**src/rtl/br_pkg.sv**
```systemverilog
package br_pkg;

    // Condition selector encoding
    typedef enum logic [3:0] {
        COND_SIGN_CLR = 4'd0,
        COND_SIGN_SET = 4'd1,
        COND_OVF_CLR  = 4'd2,
        COND_OVF_SET  = 4'd3,
        COND_CRY_CLR  = 4'd4,
        COND_CRY_SET  = 4'd5,
        COND_NONZERO  = 4'd6,
        COND_ZERO     = 4'd7,
        COND_ALWAYS   = 4'd8
    } cond_e;

    // Extra-cycle cost of a resolved branch
    typedef enum logic [1:0] {
        PEN_NONE  = 2'd0,
        PEN_TAKEN = 2'd1,
        PEN_CROSS = 2'd2
    } penalty_e;

    // Flag snapshot carried into the condition evaluator
    typedef struct packed {
        logic sign;
        logic ovf;
        logic cry;
        logic nonzero;
    } flags_t;

    // Sign bit of a stored result byte
    function automatic logic byte_is_negative(input logic [7:0] b);
        return b > 8'h7F;
    endfunction

endpackage

```
**src/rtl/br_cond_eval.sv**
```systemverilog
module br_cond_eval
    import br_pkg::*;
(
    input  logic [3:0] cond_i,
    input  flags_t     flags_i,
    output logic       take_o
);
    cond_e sel;
    assign sel = cond_e'(cond_i);

    // selector decode
    always_comb begin
        case (sel)
            COND_SIGN_CLR: take_o = !flags_i.sign;
            COND_SIGN_SET: take_o =  flags_i.sign;
            COND_OVF_CLR:  take_o = !flags_i.ovf;
            COND_OVF_SET:  take_o =  flags_i.ovf;
            COND_CRY_CLR:  take_o = !flags_i.cry;
            COND_CRY_SET:  take_o =  flags_i.cry;
            COND_NONZERO:  take_o =  flags_i.nonzero;
            COND_ZERO:     take_o = !flags_i.nonzero;
            COND_ALWAYS:   take_o = 1'b1;
            default:       take_o = 1'b0;
        endcase
    end
endmodule

```
**src/rtl/br_target_calc.sv**
```systemverilog
module br_target_calc #(
    parameter int PC_W    = 16,
    parameter int SHORT_W = 8
) (
    input  logic [PC_W-1:0] pc_i,
    input  logic [PC_W-1:0] disp_i,
    input  logic            long_i,
    input  logic            taken_i,
    output logic [PC_W-1:0] target_o
);
    logic [PC_W-1:0] short_ext;
    logic [PC_W-1:0] offset;
    logic [PC_W-1:0] sum;

    // sign-extend the short displacement to the PC width
    generate
        if (SHORT_W < PC_W) begin : g_ext
            assign short_ext = {{(PC_W-SHORT_W){disp_i[SHORT_W-1]}}, disp_i[SHORT_W-1:0]};
        end else begin : g_full
            assign short_ext = disp_i;
        end
    endgenerate

    assign offset = long_i ? disp_i : short_ext;
    assign sum    = pc_i + offset;          // wraps at the PC width
    assign target_o = taken_i ? sum : pc_i; // fall through when not taken
endmodule

```
**src/rtl/br_page_cmp.sv**
```systemverilog
module br_page_cmp
    import br_pkg::*;
#(
    parameter int PC_W      = 16,
    parameter int PAGE_BITS = 8
) (
    input  logic [PC_W-1:0] pc_i,
    input  logic [PC_W-1:0] target_i,
    input  logic            taken_i,
    input  logic            long_i,
    output penalty_e        penalty_o
);
    localparam int HI_W = PC_W - PAGE_BITS;

    logic [HI_W-1:0] pc_page;
    logic [HI_W-1:0] tgt_page;
    assign pc_page  = pc_i[PC_W-1:PAGE_BITS];
    assign tgt_page = target_i[PC_W-1:PAGE_BITS];


    always_comb begin
        if (!taken_i || long_i)        penalty_o = PEN_NONE;
        else if (pc_page == tgt_page)  penalty_o = PEN_TAKEN;
        else                           penalty_o = PEN_CROSS;
    end
endmodule

```
**src/rtl/br_resolve_unit.sv**
```systemverilog
module br_resolve_unit
    import br_pkg::*;
#(
    parameter int PC_W      = 16,
    parameter int SHORT_W   = 8,
    parameter int PAGE_BITS = 8,
    parameter int ZV_W      = 16
) (
    input  logic            clk,
    input  logic            rst,
    input  logic            resolve_i,
    input  logic            long_i,
    input  logic [3:0]      cond_i,
    input  logic [PC_W-1:0] pc_i,
    input  logic [PC_W-1:0] disp_i,
    input  logic [7:0]      n_result_i,
    input  logic [ZV_W-1:0] z_result_i,
    input  logic            v_i,
    input  logic            c_i,
    output logic            valid_o,
    output logic            taken_o,
    output logic [PC_W-1:0] target_o,
    output logic [1:0]      penalty_o
);
    typedef struct packed {
        logic            taken;
        logic [PC_W-1:0] target;
        penalty_e        penalty;
    } result_t;

    flags_t   flags;
    logic     cond_take;
    logic     taken_c;
    logic [PC_W-1:0] target_c;
    penalty_e pen_c;
    result_t  res_q;
    logic     valid_q;

    assign flags.sign    = byte_is_negative(n_result_i);
    assign flags.ovf     = v_i;
    assign flags.cry     = c_i;
    assign flags.nonzero = |z_result_i;

    br_cond_eval u_cond (
        .cond_i  (cond_i),
        .flags_i (flags),
        .take_o  (cond_take)
    );

    // the long form branches regardless of the selector
    assign taken_c = long_i | cond_take;

    br_target_calc #(.PC_W(PC_W), .SHORT_W(SHORT_W)) u_tgt (
        .pc_i     (pc_i),
        .disp_i   (disp_i),
        .long_i   (long_i),
        .taken_i  (taken_c),
        .target_o (target_c)
    );

    br_page_cmp #(.PC_W(PC_W), .PAGE_BITS(PAGE_BITS)) u_page (
        .pc_i      (pc_i),
        .target_i  (target_c),
        .taken_i   (taken_c),
        .long_i    (long_i),
        .penalty_o (pen_c)
    );

    // one result register, loaded only on a strobe
    always_ff @(posedge clk) begin
        if (rst) begin
            valid_q <= 1'b0;
            res_q   <= '0;
        end else begin
            valid_q <= resolve_i;
            if (resolve_i) begin
                res_q.taken   <= taken_c;
                res_q.target  <= target_c;
                res_q.penalty <= pen_c;
            end
        end
    end

    assign valid_o   = valid_q;
    assign taken_o   = res_q.taken;
    assign target_o  = res_q.target;
    assign penalty_o = res_q.penalty;
endmodule

```
**config.mk**
```make
export PLATFORM = sky130hd
export DESIGN_NAME = br_resolve_unit
export DESIGN_NICKNAME = d
export VERILOG_FILES = /design/src/rtl/br_pkg.sv /design/src/rtl/br_cond_eval.sv /design/src/rtl/br_target_calc.sv /design/src/rtl/br_page_cmp.sv /design/src/rtl/br_resolve_unit.sv
export SDC_FILE = /design/constraint.sdc
export NUM_CORES = 1
export LEC_CHECK = 0
export BUFFER_PORTS_ARGS = -buffer_cell sky130_fd_sc_hd__buf_4
export CAP_MARGIN = 20
export CORE_AREA = 2 2 69 71
export CTS_BUF_LIST = sky130_fd_sc_hd__clkbuf_2
export CTS_CLUSTER_SIZE = 20
export DETAILED_ROUTE_END_ITERATION = 10
export DIE_AREA = 0 0 71 73
export PLACE_DENSITY = 0.84
export SYNTH_ARGS = -nofsm -noshare
export SYNTH_HDL_FRONTEND = slang
export SYNTH_HIERARCHICAL = 1
export SYNTH_SLANG_ARGS = --single-unit
```
**constraint.sdc**
```tcl
create_clock -name clk -period 3.4 [get_ports clk]
set_input_delay 0.68 -clock clk [delete_from_list [all_inputs] [get_ports clk]]
set_output_delay 0.68 -clock clk [all_outputs]
set_load 0.02 [all_outputs]
```
==> run summary <==
outcome = finished clean
slack of the worst reg-to-reg path = 2.70 ns
Synth area leader = dfxtp_1
TritonRoute pass-1 iters = 4
Async S/R FF share, synth = 0%
compound-cell area share of the yosys netlist = 16.50%
clock slew at the register clock pins of the worst setup and hold paths = 0.18 ns
post-synthesis instance total = 228
vias in the first global route = 1891
total CTS buffers = 3
Net Count, Synth = 310
Distinct cells, synth = 38
P per Cell Area = 348.7 mW/mm^2
Critical Path Slowest Stage Cell = fa_1
total power after layout = 934.2 uW
most frequent cell after synthesis = nor2_1
Die Outline Area = 0.005183 sq mm
start-to-end type of the worst setup path = in -> reg
share of synthesized area spent on multiplexers = 19.34%
buffers inserted by post-CTS timing repair = 0
cell breakdown of the critical path = buf_4 -> ha_1 -> fa_1 -> a21oi_1 -> o22ai_2 -> a21oi_1 -> o21ai_0 -> xnor2_1 -> mux2_2 -> xnor2_1 -> nand4_1 -> o21ba_1 -> mux2i_1 -> nor2_1
number of antenna violations at the first check in global routing = 0
hold_buf cts = 0
part of the Yosys area used for sequential elements = 21.12%
overall routed net length = 4.787 mm
clk sinks = 20
DR vias/cell = 5.245
crit path time final = 3.194 ns
number of warning messages in the yosys log = 6
Critical Path End Type = register
layout overhead on the synthesized area = 41.32%
sum of negative setup slack = 0 ns
H-tree depth = 1
hold violation total from the final report = 0
drt initial violations = 95
number of remaining DRC errors = 0
horizontal extent of the die = 71 microns
overall via count from detail_route = 1951
unrepaired setup endpoints after global routing = no
clock insertion delay at the later pin of the skew report = 0.30 ns
max-cap violations = 0
worst-case clock skew = 0 ns
placeable core region = 0.004536 sq mm
WP buf/inv = 1
WP data arrival = 3.41 ns
fraction of final layout cells with drive strength greater than 1 = 38.05%
worst hold-check path type = reg -> reg
post-synthesis area per instance = 8.314 sq um
number of setup violations in the final report = 0
standard-cell row count = 25
number of placed I/O pins = 86
non-filler cells in the finished layout = 372
required time reported for the critical path endpoint = 3.62 ns
simple-gate area share of the yosys netlist = 17.69%
Global Route Usage Sum = 18.91%
most instantiated cells after synthesis = nor2_1 (27), nand2_1 (25), dfxtp_1 (20), mux2i_1 (19), xnor2_1 (17)
top post-synthesis cells by area = dfxtp_1 (21%), mux2i_1 (10%), ha_1 (9.9%)
combinational family with the most area after synthesis = multiplexers
crit share post-route = 93.94%
Worst Setup Start Kind = primary input
first-pass GRT wire length = 7.962 mm
number of instances in the placed design = 368
final cell utilization of the core = 59.06%
clk root buf = clkbuf_2
Post-Place Cell Area = 0.002634 sq mm
Net count, final = 401
starting density of the core = 41.79%
pin count of the biggest net entering global routing = 22
Post-Synth XOR/XNOR Area = 10.17%
CTS tree = yes
Worst Tran Pin Value = 0.3979 ns
worst ir drop on vdd = 300.5 uV
Pleak = 0.001312 uW
hpwl dp = 4.030 mm
average detailed-routed wire length per instance = 12.87 microns
PostCTS Resize Cnt = 0
port bufs = 78
final number of max-transition violations = 0
Yosys reg bits = 20
total gr overflow = 0
Rel. slew slack = 73.31%
critical path's top delay family = compound AO/OA/AOI/OAI gates
antenna cell count = 0
top-area cell type share of the netlist area = 21.12%
RePlAce Congestion = 0.8966
Clock Tree Buf Depth = 2
floorplan die height = 73 microns
Worst path max stage delay = 0.42 ns
largest fanout on the critical path = 3
number of enable-type register cells in the synthesized netlist = 0
main flop type after synthesis = dfxtp_1
cell area after technology mapping = 0.001896 sq mm
area share of fa/ha/maj cells after synthesis = 10.96%
final design instance area without fill = 0.002679 sq mm
maximum frequency from static timing analysis = 313.1 MHz
Antenna Violating Nets Remaining = 0
final timing paths:
kind	start	end	cells past startpoint
min reg2reg	target_o[9]	target_o[9]	2
min	target_o[9]	target_o[9]	2
max	pc_i[0]	penalty_o[1]	14
max reg2reg	taken_o	taken_o	2
power by group:
group	leakage [uW]	internal [uW]	switching (uW)
sequential	0.000165	259	11.6
combinational	0.00112	258	231
clock	0.0000266	102	72.9
total	0.00131	619	315
through the flow:
| step | setup slack, ns | hold slack, ns |
|---|---|---|
| detailed placement | -0.06634 | 0.4799 |
| floorplan | 0.004484 | 0.5559 |
| global route | 0.01967 | 0.5524 |
| CTS | 0.2662 | 0.5290 |
| global placement | -0.01970 | 0.4758 |
| finish | 0.2061 | 0.5233 |
worst reg2reg max path, cell delays in order (launching register included):
cell and delay [ns]:
dfxtp_1 0.37, nor2_1 0.05, a211oi_1 0.22
kinds of logic after synthesis:
logic type	after synthesis
multiplexers	34
AO/OA/AOI/OAI	46
buffers and inverters	17
flip-flops	20
adder cells (fa/ha/maj)	16
AND/OR/NAND/NOR	73
XOR/XNOR	22
routing by layer:
layer	part of all wire, %	global-route usage [%]
met3	7.0	2.348
met4	1.3	6.499
met1	41	21.76
met2	51	35.93
met5	0	0
area by class of cell:
class                           instances  area (sq um)
Multi-Input combinational cell        191          1415
Inverter                                6         22.52
Clock buffer                            3         15.01
Timing Repair Buffer                   97         728.2
Tap cell                               54         67.56
Clock inverter                          1         30.03
Sequential cell                        20         400.4
Fill cell                             411          1857
state kept, by name (all words and copies together) (netlist names):
name       cells
target_o      16
taken_o        1
penalty_o      2
valid_o        1
cell usage in the layout (no fill, tap or decap), drive strengths merged, types with 5 or more instances in the layout:
master / count
inv: 6
a21oi: 16
xor2: 5
xnor2: 17
nor2: 27
nand2: 25
buf: 97
mux2i: 19
nand4: 5
o21ai: 8
ha: 15
dfxtp: 20
mux2: 15
No activity file was read; power rests on OpenSTA's default activity.
